[src/rtl/colour_cls_pkg.sv]
package colour_cls_pkg;
  parameter int LBL_W   = 4;              // colours tracked in parallel
  parameter int CMP_W   = 7;              // width of U, V, Y
  parameter int CH_BITS = 6;              // chrominance bits per address
  parameter int LY_BITS = 3;              // luminance bits per address
  localparam int AW     = CH_BITS + LY_BITS;
  localparam int DEPTH  = 1 << AW;
  localparam int N_TBL  = 2;

  typedef struct packed {
    logic          vld;
    logic          gate;
    logic [AW-1:0] addr_u;
    logic [AW-1:0] addr_v;
  } lookup_req_t;
endpackage

[src/rtl/cc_yuv_xform.sv]
module cc_yuv_xform
  import colour_cls_pkg::*;
(
  input  logic [15:0]      pix_i,
  output logic [CMP_W-1:0] u_o,
  output logic [CMP_W-1:0] v_o,
  output logic [CMP_W-1:0] y_o
);
  logic [CMP_W-1:0] r_ext, h_ext, b_ext, rb_sum;

  always_comb begin
    r_ext  = CMP_W'(pix_i[15:11]);
    h_ext  = CMP_W'(pix_i[10:6]);
    b_ext  = CMP_W'(pix_i[4:0]);
    u_o    = r_ext - h_ext;           // adder 1
    v_o    = b_ext - h_ext;           // adder 2
    rb_sum = r_ext + b_ext;           // adder 3
    y_o    = rb_sum + h_ext;          // adder 4
  end

  // luminance is never below either signed colour difference
  always_comb begin
    a_r1_y_ge_u: assert ($signed({1'b0, y_o}) >= $signed({u_o[CMP_W-1], u_o}));
    a_r1_y_ge_v: assert ($signed({1'b0, y_o}) >= $signed({v_o[CMP_W-1], v_o}));
  end
endmodule

[src/rtl/cc_addr_stage.sv]
module cc_addr_stage
  import colour_cls_pkg::*;
(
  input  logic             clk,
  input  logic             rst_n,
  input  logic             pix_vld_i,
  input  logic [CMP_W-1:0] u_i,
  input  logic [CMP_W-1:0] v_i,
  input  logic [CMP_W-1:0] y_i,
  output lookup_req_t      req_o
);
  lookup_req_t req_d, req_q;
  logic        load_en;

  always_comb begin
    load_en       = pix_vld_i;
    req_d         = req_q;
    req_d.vld     = pix_vld_i;
    if (load_en) begin
      req_d.gate   = y_i[CMP_W-1];
      req_d.addr_u = {u_i[CMP_W-1 -: CH_BITS], y_i[CMP_W-2 -: LY_BITS]};
      req_d.addr_v = {v_i[CMP_W-1 -: CH_BITS], y_i[CMP_W-2 -: LY_BITS]};
    end
  end

  always_ff @(posedge clk or negedge rst_n) begin
    if (!rst_n) req_q <= '0;
    else        req_q <= req_d;
  end

  assign req_o = req_q;
endmodule

[src/rtl/cc_chroma_tbl.sv]
module cc_chroma_tbl
  import colour_cls_pkg::*;
(
  input  logic             clk,
  input  logic             rst_n,
  input  logic             we_i,
  input  logic [AW-1:0]    waddr_i,
  input  logic [LBL_W-1:0] wdata_i,
  input  logic [AW-1:0]    raddr_i,
  output logic [LBL_W-1:0] rdata_o
);
  logic [LBL_W-1:0] mem [DEPTH];

  always_ff @(posedge clk) begin
    if (we_i) mem[waddr_i] <= wdata_i;
  end

  assign rdata_o = mem[raddr_i];

  // a written word is present the cycle after the write
  a_r6_write_lands: assert property (@(posedge clk) disable iff (!rst_n)
    we_i |=> mem[$past(waddr_i)] == $past(wdata_i));
endmodule

[src/rtl/colour_label_classifier.sv]
module colour_label_classifier
  import colour_cls_pkg::*;
(
  input  logic             clk,
  input  logic             rst_n,
  input  logic             pix_vld_i,
  input  logic [15:0]      pix_i,
  input  logic             host_we_i,
  input  logic             host_tbl_sel_i,
  input  logic [AW-1:0]    host_addr_i,
  input  logic [LBL_W-1:0] host_data_i,
  output logic             lbl_vld_o,
  output logic [LBL_W-1:0] lbl_o
);
  logic [CMP_W-1:0] u_c, v_c, y_c;
  lookup_req_t      req;
  logic [AW-1:0]    rd_addr [N_TBL];
  logic [LBL_W-1:0] rd_data [N_TBL];
  logic [LBL_W-1:0] lbl_d, lbl_q;
  logic             vld_d, vld_q;

  cc_yuv_xform u_xform (.pix_i(pix_i), .u_o(u_c), .v_o(v_c), .y_o(y_c));

  cc_addr_stage u_addr (
    .clk(clk), .rst_n(rst_n), .pix_vld_i(pix_vld_i),
    .u_i(u_c), .v_i(v_c), .y_i(y_c), .req_o(req)
  );

  assign rd_addr[0] = req.addr_u;
  assign rd_addr[1] = req.addr_v;

  for (genvar t = 0; t < N_TBL; t++) begin : g_tbl
    cc_chroma_tbl u_tbl (
      .clk(clk), .rst_n(rst_n),
      .we_i(host_we_i && (host_tbl_sel_i == 1'(t))),
      .waddr_i(host_addr_i), .wdata_i(host_data_i),
      .raddr_i(rd_addr[t]), .rdata_o(rd_data[t])
    );
  end

  always_comb begin
    vld_d = req.vld;
    lbl_d = lbl_q;
    if (req.vld) lbl_d = rd_data[0] & rd_data[1] & {LBL_W{req.gate}};
  end

  always_ff @(posedge clk or negedge rst_n) begin
    if (!rst_n) begin
      vld_q <= 1'b0;
      lbl_q <= '0;
    end else begin
      vld_q <= vld_d;
      lbl_q <= lbl_d;
    end
  end

  assign lbl_vld_o = vld_q;
  assign lbl_o     = lbl_q;

  a_r5_vld_follows: assert property (@(posedge clk) disable iff (!rst_n)
    req.vld |=> lbl_vld_o);
  a_r5_no_spurious: assert property (@(posedge clk) disable iff (!rst_n)
    !req.vld |=> !lbl_vld_o);
  a_r7_label_hold: assert property (@(posedge clk) disable iff (!rst_n)
    !lbl_vld_o |-> $stable(lbl_o));
  a_r4_dark_zero: assert property (@(posedge clk) disable iff (!rst_n)
    (req.vld && !req.gate) |=> lbl_o == '0);
endmodule

[config.mk]
export PLATFORM = sky130hd
export DESIGN_NAME = colour_label_classifier
export DESIGN_NICKNAME = d
export VERILOG_FILES = /design/src/rtl/colour_cls_pkg.sv /design/src/rtl/cc_yuv_xform.sv /design/src/rtl/cc_addr_stage.sv /design/src/rtl/cc_chroma_tbl.sv /design/src/rtl/colour_label_classifier.sv
export SDC_FILE = /design/constraint.sdc
export NUM_CORES = 2
export LEC_CHECK = 0
export BUFFER_PORTS_ARGS = -buffer_cell sky130_fd_sc_hd__buf_2
export CORE_MARGIN = 4
export CORE_UTILIZATION = 45
export CTS_BUF_LIST = sky130_fd_sc_hd__clkbuf_4
export DETAILED_ROUTE_END_ITERATION = 8
export GPL_TIMING_DRIVEN = 0
export SKIP_CTS_REPAIR_TIMING = 1
export SYNTH_ARGS = -nofsm -noshare
export SYNTH_HDL_FRONTEND = slang
export SYNTH_SLANG_ARGS = --single-unit
[constraint.sdc]
create_clock -name clk -period 2.5 [get_ports clk]
set_clock_uncertainty 0.15 [all_clocks]
set_input_delay 0.5 -clock clk [delete_from_list [all_inputs] [get_ports clk]]
set_output_delay 0.5 -clock clk [all_outputs]
set_load 0.005 [all_outputs]
Yosys cells after proc, flatten, opt, wreduce, memory -nomap -nowiden
Memories as Yosys holds them, arrays and structs flattened.
Cells that the tools add are included.

word-level totals
  register bits = 25
  RAM bits = 4,096
  input bits = 34
  output and inout bits = 5
  memories kept = 2

memory list
  memory              depth  width  rd ports  clocked after memory_dff  wr ports  line                 RTL
  g_tbl[0].u_tbl.mem  512    4      1         0                         1         cc_chroma_tbl.sv:12  logic [LBL_W-1:0] mem [DEPTH];
  g_tbl[1].u_tbl.mem  512    4      1         0                         1         cc_chroma_tbl.sv:12

operators by class
  add/subtract/negate cells = 4
  multiplexer cells = 4
  bitwise logic cells = 3
  reduce and logical (&&, ||, !) cells = 2

operators by type and width
  kind               count
  $sub 5x5->6        2
  $and 4x4->4        2
  $add 7x5->7        1
  $add 5x5->6        1
  $mux 1             4
  $logic_and 1x1->1  2
  $not 1->1          1

Longest topological paths before layout
  word-level depth = 4
  gate-level depth with buffers = 14
  depth with buffers taken out = 10

Cells and area by module
A second synthesis with hierarchy kept.

unflattened totals
  cells, all modules = 8,940
  area total of the unflattened synthesis = 164,630.4 um^2

modules (own cells, without submodules)
  module                   times used  cells an instance  area each (um^2)
  cc_chroma_tbl            2           4,399              81,524.4
  cc_addr_stage            1           38                 696.9
  cc_yuv_xform             1           85                 686.9
  colour_label_classifier  1           19                 197.7

Worst setup path before layout
No wires, ideal clock.

  path type = reg-to-reg
  start point = reg u_addr.req_q (netlist bit u_addr.req_o[0])
  end point = reg lbl_q[1] (netlist: lbl_o[1])
  setup time = 0.120 ns
  arrival = 2.489 ns
  required time = 2.230 ns
  slack = -0.260 ns
  cell stages (with the launch flop) = 9
  path buffers = 3
  cell sequence = dfrtp_1 -> buf_6 -> clkbuf_4 -> buf_2 -> mux4_2 -> mux4_2 -> a211oi_1 -> o22ai_1 -> a41o_1

on the way
  cells in the longest elaborated chain, start to end = 3

ends and longest elaborated chain
  element                   line                           RTL
  from (decl)               cc_addr_stage.sv:12            lookup_req_t req_d, req_q;
  from (signal assigned)    cc_addr_stage.sv:28            else req_q <= req_d;
  $mem_v2 512x4             -
  $and 4x4->4 (2 in a row)  colour_label_classifier.sv:44  if (req.vld) lbl_d = rd_data[0] & rd_data[1] & {LBL_W{req.gate}};
  to (signal assigned)      colour_label_classifier.sv:53  lbl_q <= lbl_d;
  to (decl)                 colour_label_classifier.sv:19  logic [LBL_W-1:0] lbl_d, lbl_q;

Every way passes these cells.
A chain may end at the register's enable or synchronous reset.

Final worst setup path
  start point = reg u_addr.req_q (netlist bit u_addr.req_o[0])
  end point = reg lbl_q[3] (netlist: lbl_o[3])

Same word-level chain as after synthesis.

==> qor.yml <==
synthesis:
  synth_flop_cell: "edfxtp_1"
  synth_area_um2: 82920
  ys_ff_latch: 2068
  synth_cells: 4451
  async_flop_share_pct: 0.9671
  synth_nets: 4506
  synth-edff-count: 2048
  synth.avg_cell_area_um2: 18.63
  synth_cell_types: 69
  yosysWarnings: 0
  ys_seq_area_share_pct: 74.77
finish:
  nNetsFinal: 5335
  area_growth_pct: 18.34
  layout_commonest_cell: "edfxtp_1"
  layout_common_cells: "2048 x edfxtp_1, 805 x clkbuf_4, 572 x nor2_1, 437 x mux4_2, 211 x mux2i_1"
  layout-drive-gt1-share_pct: 32.31
power:
  comb_power_share_pct: 34.3
  ir_worst_vdd_v: 0.0006163
  seqPwrFrac_pct: 37.3
  swShare_pct: 35.80
  clkPwrFrac_pct: 28.5
  switchingPower_uw: 36850
  internal_power_uw: 66090
  p_per_area_nw_per_um2: 1049
  p_total_uw: 102900
  p_leak_uw: 0.03176
setup_path:
  reg2reg_depth: 10
  worst-path-buf-inv: 4
  crit_chain: "buf_12 -> buf_16 -> buf_16 -> buf_8 -> mux4_2 -> mux4_2 -> a2111oi_4 -> a311oi_2 -> a21oi_1 -> o22ai_1"
  cp.depth: 10
  cp_max_fo: 8
  cp.required_ns: 3.63
  crit_family: "compound AO/OA/AOI/OAI gates"
  worst_path_largest_cell_delay_ns: 0.70
  slowest_stage: "a2111oi_4"
  startpoint_type: "flop"
  arrival_ns: 4.78
  end_kind: "flop"
  critPathKind: "flop to flop"
routing:
  drc_errors: 0
  via_per_inst: 6.486
  vias: 52520
  firstDrtPassIters: 7
  drtIter0Drc: 9570
  ant_nets: 0
  finalWirelength_um: 331600
  post_drt_wl_per_cell_um: 40.95
sta:
  worst_pin_slew_ns: 1.350
  drv_slew: 0
  fin_ws_ns: -1.149
  fin_crit_ns: 3.649
  hold_ws_ns: -0.09693
  slew_headroom_pct: 9.995
  fin_crit_sh_pct: 146.0
  setup_viol: 337
  rsz0062_at_grt: "yes"
  final-hold-violation-count: 2
  fmax_ghz: 0.2740
place:
  dp_hpwl_um: 214100
  gp_congestion: 1.025
  portBuffers: 33
flow_run:
  cap_violations: 0
cts:
  root_buffer: "clkbuf_4"
  clkSinkCount: 2068
  clock_latency_ns: 1.46
  path_clk_slew_ns: 0.07
  htreeDepth: 6
  cts_tree: "built"
  clk_path_buf_depth: 4
  numCtsBuffers: 553
die:
  die-height_um: 437.3
  rows: 157
  die_area_um2: 191200
  die_w_um: 437.3
  ios: 39
  core_um2: 183100
  start_util_pct: 45.29
global_routing:
  grt_pass1_wl_um: 429700
  grt_pass1_vias: 49370
  grt_max_degree: 163
  grt_usage_pct: 33.79
  grt_overflow: 0
  antenna_found_initial: 29
worst_hold_path:
  hold_class: "input port to flop"
  holdPathStages: 6
status:
  violations: "negative hold slack, negative setup slack"
  status: "finished with violations"
==> power by group through the flow <==
stage,clock [uW],combinational [uW],sequential (uW)
CTS,29100,28000,38300
detailed placement,0,28000,39000
global placement,0,27800,39300
finish,29300,35300,38300
floorplan,0,13100,39000
global route,31200,34600,38300
==> sequential cells by signal, summed over array words and instances, names as in the netlist <==
signal / cells
u_addr.req_o: 15
g_tbl.u_tbl.mem: 2048
lbl_o: 4
lbl_vld_o: 1
==> Yosys cell counts (41+ instances only) <==
cell	instances	area share, %
buf_1	41	0.19
o221ai_1	68	0.72
clkbuf_1	180	0.81
nor3_1	46	0.28
mux4_2	437	12
mux2i_1	233	2.8
buf_2	62	0.37
edfxtp_1	2048	74
nand2_1	195	0.88
nor2_1	577	2.6
o22ai_1	56	0.42
a21oi_1	77	0.46
==> worst min-delay path, cell delays in order <==
cell and delay, ns:
buf_2 0.09, nor2b_1 0.21, fa_1 0.26, xnor2_1 0.08
nand2_1 0.16, o21ai_0 0.11
==> through the flow <==
step                      setup WS (ns)  cell area (um2)  setup TNS, ns  instances  util [%]
after floorplan                 -0.1475            83140        -0.5572       4451         -
after global placement           -6.029            86390              -       6948     47.18
after detailed placement         -3.791            86820       -1465.38       6963     47.42
after CTS                        -3.805            93310         -22.19       7843     50.97
after global routing             -1.019            98090         -10.33       8081     53.58
final                            -1.149            98130         -31.10       8098     53.60
==> cell families after synthesis <==
logic type,share of synthesized area [%]
AOI/OAI and AO/OA,2.968
muxes,14.86
buffers and inverters,2.307
xor gates and xnor gates,0.1267
and+or+nand+nor,4.629
adders and majority gates,0.3440
DFF,74.77
==> metal layers <==
layer | vias to the layer above | share of wire, % | GRT usage, %
met3 | 1068 | 15 | 11.58
met4 | 12 | 7.4 | 22.25
met5 | - | 0.082 | 0
met2 | 4747 | 44 | 49.38
li1 | 19800 | - | -
met1 | 26900 | 34 | 43.03
==> worst paths after layout <==
path                                   end            start  slack, ns
max                               lbl_o[3]  u_addr.req_o[0]      -1.15
min                        u_addr.req_o[4]         pix_i[6]       -0.1
max reg2reg                       lbl_o[3]  u_addr.req_o[0]      -1.15
min reg2reg                       lbl_o[3]         lbl_o[3]       0.49
max in group asynchronous  u_addr.req_o[1]            rst_n       1.99
min in group asynchronous  u_addr.req_o[3]            rst_n       0.01
==> final cells by class <==
class                      instances  area [um2]
fill                           14880       84950
antenna                           29       72.57
clock inverter                    89       551.8
clock buffer                     791        5938
buffer                           352        3779
multi-input combinational       2005       19830
sequential                      2068       62010
inverter                          25       105.1
timing repair buffer             275        2764
tap                             2464        3083
No activity file was read; power rests on OpenSTA's default activity.
